[src/rtl/div_pkg.sv]
package div_pkg;
  typedef struct packed {
    logic quo_neg;
    logic rem_neg;
  } sign_fix_t;
endpackage

[src/rtl/div_operand_prep.sv]
module div_operand_prep #(
  parameter int WIDTH = 32
) (
  input  logic                 mode_signed,
  input  logic [WIDTH-1:0]     num_in,
  input  logic [WIDTH-1:0]     den_in,
  output logic [WIDTH-1:0]     num_mag,
  output logic [WIDTH-1:0]     den_mag,
  output div_pkg::sign_fix_t   fix
);
  localparam int MSB = WIDTH - 1;

  logic num_neg, den_neg;

  always_comb begin
    num_neg     = mode_signed & num_in[MSB];
    den_neg     = mode_signed & den_in[MSB];
    num_mag     = num_neg ? (~num_in + 1'b1) : num_in;
    den_mag     = den_neg ? (~den_in + 1'b1) : den_in;
    fix.quo_neg = num_neg ^ den_neg;
    fix.rem_neg = num_neg;
  end
endmodule

[src/rtl/div_restore_step.sv]
module div_restore_step #(
  parameter int WIDTH = 32
) (
  input  logic [WIDTH-1:0] part_rem,
  input  logic [WIDTH-1:0] part_quo,
  input  logic [WIDTH-1:0] den,
  output logic [WIDTH-1:0] next_rem,
  output logic [WIDTH-1:0] next_quo
);
  logic [WIDTH:0]   shifted;
  logic [WIDTH+1:0] trial;
  logic             went_neg;

  always_comb begin
    shifted  = {part_rem, part_quo[WIDTH-1]};
    trial    = {1'b0, shifted} - {2'b00, den};
    went_neg = trial[WIDTH+1];
    // a negative trial restores the value held before the subtraction
    next_rem = went_neg ? shifted[WIDTH-1:0] : trial[WIDTH-1:0];
    next_quo = {part_quo[WIDTH-2:0], ~went_neg};
  end
endmodule

[src/rtl/div_result_fix.sv]
module div_result_fix #(
  parameter int WIDTH = 32
) (
  input  div_pkg::sign_fix_t fix,
  input  logic [WIDTH-1:0]   quo_mag,
  input  logic [WIDTH-1:0]   rem_mag,
  output logic [WIDTH-1:0]   quo_out,
  output logic [WIDTH-1:0]   rem_out
);
  always_comb begin
    quo_out = fix.quo_neg ? (~quo_mag + 1'b1) : quo_mag;
    rem_out = fix.rem_neg ? (~rem_mag + 1'b1) : rem_mag;
  end
endmodule

[src/rtl/div_restoring_hilo.sv]
module div_restoring_hilo #(
  parameter int WIDTH = 32
) (
  input  logic             clk,
  input  logic             rst,
  input  logic             start,
  input  logic             is_signed,
  input  logic [WIDTH-1:0] dividend,
  input  logic [WIDTH-1:0] divisor,
  output logic             busy,
  output logic             done,
  output logic [WIDTH-1:0] hi,
  output logic [WIDTH-1:0] lo
);
  localparam int CNT_W = $clog2(WIDTH + 1);
  localparam logic [CNT_W-1:0] LAST_STEP = CNT_W'(WIDTH - 1);

  div_pkg::sign_fix_t fix_in, fix_q;
  logic [WIDTH-1:0] mag_num, mag_den;
  logic [WIDTH-1:0] rem_q, quo_q, den_q;
  logic [WIDTH-1:0] rem_nx, quo_nx;
  logic [WIDTH-1:0] quo_fixed, rem_fixed;
  logic [CNT_W-1:0] step_cnt;
  logic             busy_q, done_q;
  logic [WIDTH-1:0] hi_q, lo_q;
  logic             accept;

  div_operand_prep #(.WIDTH(WIDTH)) u_prep (
    .mode_signed (is_signed),
    .num_in      (dividend),
    .den_in      (divisor),
    .num_mag     (mag_num),
    .den_mag     (mag_den),
    .fix         (fix_in)
  );

  div_restore_step #(.WIDTH(WIDTH)) u_step (
    .part_rem (rem_q),
    .part_quo (quo_q),
    .den      (den_q),
    .next_rem (rem_nx),
    .next_quo (quo_nx)
  );

  div_result_fix #(.WIDTH(WIDTH)) u_fix (
    .fix     (fix_q),
    .quo_mag (quo_nx),
    .rem_mag (rem_nx),
    .quo_out (quo_fixed),
    .rem_out (rem_fixed)
  );

  assign accept = start & ~busy_q;

  always_ff @(posedge clk) begin
    if (rst) begin
      busy_q   <= 1'b0;
      done_q   <= 1'b0;
      step_cnt <= '0;
      rem_q    <= '0;
      quo_q    <= '0;
      den_q    <= '0;
      fix_q    <= '0;
      hi_q     <= '0;
      lo_q     <= '0;
    end else begin
      done_q <= 1'b0;
      if (accept) begin
        busy_q   <= 1'b1;
        step_cnt <= '0;
        rem_q    <= '0;
        quo_q    <= mag_num;
        den_q    <= mag_den;
        fix_q    <= fix_in;
      end else if (busy_q) begin
        rem_q    <= rem_nx;
        quo_q    <= quo_nx;
        step_cnt <= step_cnt + 1'b1;
        if (step_cnt == LAST_STEP) begin
          busy_q <= 1'b0;
          done_q <= 1'b1;
          hi_q   <= rem_fixed;
          lo_q   <= quo_fixed;
        end
      end
    end
  end

  assign busy = busy_q;
  assign done = done_q;
  assign hi   = hi_q;
  assign lo   = lo_q;
endmodule

[config.mk]
export PLATFORM = sky130hd
export DESIGN_NAME = div_restoring_hilo
export DESIGN_NICKNAME = d
export VERILOG_FILES = /design/src/rtl/div_pkg.sv /design/src/rtl/div_operand_prep.sv /design/src/rtl/div_restore_step.sv /design/src/rtl/div_result_fix.sv /design/src/rtl/div_restoring_hilo.sv
export SDC_FILE = /design/constraint.sdc
export NUM_CORES = 1
export LEC_CHECK = 0
export BUFFER_PORTS_ARGS = -buffer_cell sky130_fd_sc_hd__clkbuf_2
export CORE_MARGIN = 1
export CORE_UTILIZATION = 45
export DETAILED_ROUTE_END_ITERATION = 10
export MAX_ROUTING_LAYER = met4
export SETUP_SLACK_MARGIN = 0.05
export SYNTH_ARGS = -nofsm -noshare
export SYNTH_HDL_FRONTEND = slang
export SYNTH_HIERARCHICAL = 1
export SYNTH_SLANG_ARGS = --single-unit
[constraint.sdc]
create_clock -name clk -period 5.8 [get_ports clk]
set_input_delay 0.29 -clock clk [delete_from_list [all_inputs] [get_ports clk]]
set_output_delay 0.29 -clock clk [all_outputs]
set_load 0.05 [all_outputs]
==> results of run 1 <==
-- worst paths after layout --
path	slack (ns)	depth (start not counted)	to	from
hold reg to reg	0.46	2	hi[7]	hi[7]
setup reg to reg	0.65	14	hi[17]	rem_q[15]
hold / removal	0.13	3	den_q[0]	divisor[0]
setup / recovery	0.65	14	hi[17]	rem_q[15]
-- critical path: stages (launching register included) --
cell and delay [ns]:
dfxtp_1 0.35, ha_1 0.41, a21oi_2 0.30, o21ai_0 0.20, o311a_1 0.44, nor3_4 0.52
buf_4 0.28, buf_4 0.25, o21ai_0 0.33, nor4_1 0.55, nand4_1 0.52, o41ai_1 0.48
xnor2_1 0.17, nand2_1 0.06, mux2i_1 0.18
-- flip-flops by register name, indices dropped and copies added (netlist names) --
register and flops:
done 1, busy 1, quo_q 32, rem_q 32, hi 32, fix_q 2
step_cnt 6, den_q 32, lo 32
-- per-stage QoR --
stage               utilization  hold slack [ns]
finish                    0.497            0.130
global route              0.497            0.143
global placement          0.475            0.441
CTS                       0.497            0.111
detailed placement        0.475            0.447
floorplan                     -            0.436
-- placed cells by master, fill, tap and decap left out, types with 11 or more instances in the layout --
cell and instances:
a21o_1 15, or4_1 16, o21ai_0 61, nand2_1 271, xnor2_1 103, o41ai_2 11, nand3_1 20, mux2_2 34
inv_1 58, nor2_1 121, o31ai_1 38, or3_1 13, nor4_1 15, xor2_1 41, clkbuf_2 133, mux2i_1 129
nor3_1 22, dfxtp_1 169, nand4_1 18, a31oi_1 17, clkbuf_16 18, o41ai_1 13, ha_1 37, a21oi_1 80
buf_4 14
-- cells by family after synthesis --
group | after synthesis | share of synthesized area
muxes | 164 | 0.138
xor gates and xnor gates | 144 | 0.103
DFF | 170 | 0.277
and+or+nand+nor | 550 | 0.205
AOI/OAI and AO/OA | 287 | 0.162
adders and majority gates | 38 | 0.0394
buffers and inverters | 182 | 0.0762
-- layout make-up --
cell class | count | area share
Multi-Input combinational cell | 1183 | 0.595
Sequential cell | 170 | 0.255
Tap cell | 341 | 0.0319
Clock buffer | 19 | 0.0340
Clock inverter | 13 | 0.0100
Inverter | 60 | 0.0169
Timing Repair Buffer | 147 | 0.0577
-- routing by layer --
metal	GRT usage	up-vias
li1	-	5431
met3	0.0265	14
met5	-	-
met2	0.303	318
met1	0.390	4949
met4	0.0407	0
==> results.cfg, run 1 <==
[outcome]
status = completed

[placement]
pre_cts_slack_ns = 0.714
port_buffers = 133
placedInstanceArea_um2 = 12800
place.gp.congestion = 0.936
dp_hpwl_um = 24500
dp.cells = 1901

[cells_and_area]
n_fill_cell = 2695
diodes = 0
finalNetCount = 1685
seq_area_um2 = 3410
final_cells = 1933
multi_input_area_um2 = 7950
final_layout_size_suffix_gt1_frac = 0.161
area_growth_pct = 8.90
final_area_um2 = 13400

[synthesis]
netlist_area_um2 = 12300
avgSynthCellArea_um2 = 8.00
synth_top_area_frac = 0.277
synth_ff_type = dfxtp_1
ys_types = 77
synth.most_common_cell = nand2_1
synthArstFlopShare = 0
yosysTopAreaCell = dfxtp_1
yosysWarnings = 6
synth_edf_count = 0
syn_inst = 1535
synth_nets = 1641
seq_area_frac_synth = 0.277
synth_seq_cells = 170
yosys-top-cells-area = dfxtp_1 28%, mux2i_1 11%, nand2_1 8.3%
synth_common_cells = 271 x nand2_1, 170 x dfxtp_1, 129 x mux2i_1

[cts]
clock_latency_ns = 0.43
clock-sinks = 170
post-cts-setup-buffer-count = 0
cts_tree = yes
cts_resized = 0
cts_buffers = 17
cts_buffer_depth = 2
clk_pin_slew_ns = 0.07
ctsHoldBuffers = 0
cts-root-buf = clkbuf_16
htreeDepth = 4

[flow_run]
drv_cap = 0

[global_routing]
grt_max_degree = 94
antenna_found_initial = 0
grt_use_total = 0.238
grt_pass1_vias = 9500
grt-ovfl-total = 0
grt_pass1_wl_um = 52200

[critical_path]
start_kind = flip-flop
cp.required_ns = 6.14
endpoint_kind = flip-flop
worst-setup-path-type = flip-flop to flip-flop
arrival_ns = 5.49
cp_max_fo = 25

[sta]
fin_crit_ns = 5.15
setup_slack_ns = 0.653
maxSlewViolCount = 0
relSlewSlack = 0.271
max_freq_mhz = 194
finalClockSkew_ns = 0.00792
tightest_slew_ns = 1.09
rsz0062_at_grt = no
finalSetupViolCount = 0
period_share = 0.887
hold_violations = 0
setup_tns_ns = 0

[drt]
via_count = 10712
first_pass_iters = 6
top_layer = met4
final_antenna_net_count = 0
wl_met2_um = 12400
avgRoutedWirePerCell_um = 16.9
wirelength_um = 32600
met1_length_um = 18100
wl_met3_um = 1900
vias_per_cell = 5.54
first_iter_violations = 786
drcViolationCount = 0

[min_path]
hold_class = input port to flip-flop

[floorplan]
die_w_um = 167
core_um2 = 26900
io_pins = 134
die_area_um2 = 27900
std_cell_rows = 60
die_h_um = 167
initial_core_util = 0.457
Power of run 1 is not shown: default switching activity piles up to over one toggle a cycle in this logic, so the estimate is an artifact.
==> run 2: changes to the inputs <==
Settings changed: ABC_AREA set to 1.
==> run 2 against run 1 <==
Against the previous run: wire length is 37% higher; fmax is 34% higher; register-to-register slack better by 1.3 ns; critical path depth is 7 higher; hold slack worse by 0.030 ns; clock skew is 0.0069 ns higher; global-route usage is 5.9 points higher; final cell count is 50% higher; largest cell class unchanged.
==> results.cfg, run 2 <==
[synthesis]
synth-simple-area-share = 0.486
ys_types = 38
netlist_area_um2 = 13900
synth_common_cells = 908 x nand2_1, 316 x nor2_1, 290 x nand3_1
synth_fa_ha_area_frac = 0.0346
synth_top_family_by_area = simple AND/OR/NAND/NOR gates
yosys-top-cells-area = nand2_1 24%, dfxtp_1 24%, nand3_1 10%
synthArstFlopShare = 0
synth_edf_count = 0
synth_compound_gate_area_share = 0.0575
synth_top_area_frac = 0.244
synth.most_common_cell = nand2_1
avgSynthCellArea_um2 = 5.68
syn_inst = 2453
synth_seq_cells = 170
synthMuxAreaShare = 0
synth-xor-area-share = 0.0446
yosysTopAreaCell = nand2_1
seq_area_frac_synth = 0.244
yosysWarnings = 6
synth_nets = 2559
synth_ff_type = dfxtp_1

[cts]
clock_latency_ns = 0.45
cts_tree = yes
post-cts-setup-buffer-count = 0
clk_pin_slew_ns = 0.08
cts-root-buf = clkbuf_16
cts_buffers = 17
cts_buffer_depth = 2
ctsHoldBuffers = 0
cts_resized = 0
clock-sinks = 170
htreeDepth = 4

[cells_and_area]
final_layout_size_suffix_gt1_frac = 0.101
diodes = 0
final_cell_mix = 907 x nand2_1, 316 x nor2_1, 290 x nand3_1
finalNetCount = 2602
final_common_cell = nand2_1
final_cells = 2905
n_fill_cell = 3388
area_growth_pct = 8.10

[floorplan]
die_area_um2 = 31700
io_pins = 134
core_um2 = 30500
initial_core_util = 0.457
die_h_um = 178
die_w_um = 178
std_cell_rows = 64

[placement]
place.gp.congestion = 1.04
dp.cells = 2873
dp_hpwl_um = 34500
port_buffers = 133
pre_cts_slack_ns = 2.04

[critical_path]
reg2reg_slack_ns = 1.95
endpoint_kind = flip-flop
worst_r2r_endpoint = hi[9]
cp_max_fo = 36
reg2reg_depth = 21
r2r-start = den_q[11]
arrival_ns = 4.25
start_kind = flip-flop
worst-setup-path-type = flip-flop to flip-flop
cp.required_ns = 6.19

[power]
clkPwrFrac = 0.369
power_density_nw_per_um2 = 223
peakVddDrop_uv = 211
p_sw_mw = 1.25
p_comb_frac = 0.257
total_power_mw = 3.35
cellInternalPower_mw = 2.10
seq_power_share = 0.374
p_sw_frac = 0.373
p_leak_nw = 8.15

[drt]
first_iter_violations = 1307
final_antenna_net_count = 0
avgRoutedWirePerCell_um = 15.4
vias_per_cell = 5.11
drcViolationCount = 0
wirelength_um = 44700
first_pass_iters = 5
via_count = 14846

[sta]
max_freq_mhz = 259
relSlewSlack = 0.335
maxSlewViolCount = 0
period_share = 0.665
hold_violations = 0
tightest_slew_ns = 0.994
setup_tns_ns = 0
holdWs_ns = 0.100
finalClockSkew_ns = 0.0148
rsz0062_at_grt = no
setup_slack_ns = 1.95
finalSetupViolCount = 0
fin_crit_ns = 3.85

[global_routing]
grt_pass1_vias = 13337
antenna_found_initial = 1
grt_use_total = 0.297
grt_pass1_wl_um = 71500
grt_max_degree = 81
grt-ovfl-total = 0

[min_path]
hp-start = rst
min_to = done
hold_class = input port to flip-flop
hold_depth = 2

[flow_run]
drv_cap = 0

[outcome]
status = completed
run 2: cell types whose count changed in the layout (fill, tap and decap cells not counted), sizes merged, moves of 78 or more:
cell and change:
nand2 +652, nand3 +280, inv +235, nor2 +231, mux2i -129, xnor2 -78
run 2: through the flow:
step	utilization	cell area, um2
final	0.494	15100
after floorplan	-	13900
after CTS	0.494	15100
after detailed placement	0.473	14400
after global placement	0.473	14400
after global routing	0.494	15100
run 2: worst max path at each step:
stage / start / to / slack [ns] / cells after the start
global placement: den_q[4] / hi[9] / 2.10 / 21
floorplan: den_q[19] / hi[22] / 3.11 / 21
detailed placement: den_q[4] / hi[9] / 2.04 / 21
CTS: den_q[4] / hi[9] / 2.00 / 21
finish: den_q[11] / hi[9] / 1.95 / 21
global route: den_q[8] / hi[9] / 1.62 / 21
run 2: cells by family after synthesis:
| kind of cell | count (synthesis) |
|---|---|
| flip-flops | 170 |
| buffers and inverters | 411 |
| AND/OR/NAND/NOR | 1611 |
| AO/OA/AOI/OAI | 152 |
| XOR/XNOR | 71 |
| adder cells (fa/ha/maj) | 38 |
run 2: area by class of cell:
class | instances | area [um2] | area share
Timing Repair Buffer | 142 | 733 | 0.0486
Sequential cell | 170 | 3400 | 0.226
Inverter | 293 | 1100 | 0.0732
Tap cell | 396 | 495 | 0.0329
Clock buffer | 17 | 425 | 0.0282
Multi-Input combinational cell | 1872 | 8690 | 0.577
Clock inverter | 15 | 218 | 0.0144
run 2: metal layers:
layer	global-route usage	part of all wire
met1	0.437	0.50
met2	0.426	0.41
met3	0.0431	0.070
met4	0.0605	0.013
met5	-	0
run 2: worst max-delay path, stage by stage, from the launching register on:
cell and delay, ns:
dfxtp_1 0.34, inv_1 0.09, ha_1 0.35, nand2_1 0.14, inv_1 0.05, nand2_1 0.06
nand2_1 0.07, nand2_1 0.07, nand2_1 0.08, inv_1 0.09, nand2_2 0.08, nand2_4 0.35
nand2_8 0.28, o21ai_0 0.40, inv_1 0.11, nand2_1 0.13, nor2_1 0.08, nor2_1 0.24
nor2_2 0.14, xnor2_1 0.38, nand3_1 0.14, nand2_1 0.10
run 2: power groups by stage:
stage | clock network (mW) | registers [mW] | logic, mW
3_5_place_dp | 0 | 1.28 | 0.846
3_3_place_gp | 0 | 1.28 | 0.845
6_report | 1.24 | 1.25 | 0.863
2_1_floorplan | 0 | 1.25 | 0.665
4_1_cts | 1.26 | 1.25 | 0.849
5_1_grt | 1.31 | 1.26 | 0.975
Power figures use the tool's default switching activity.
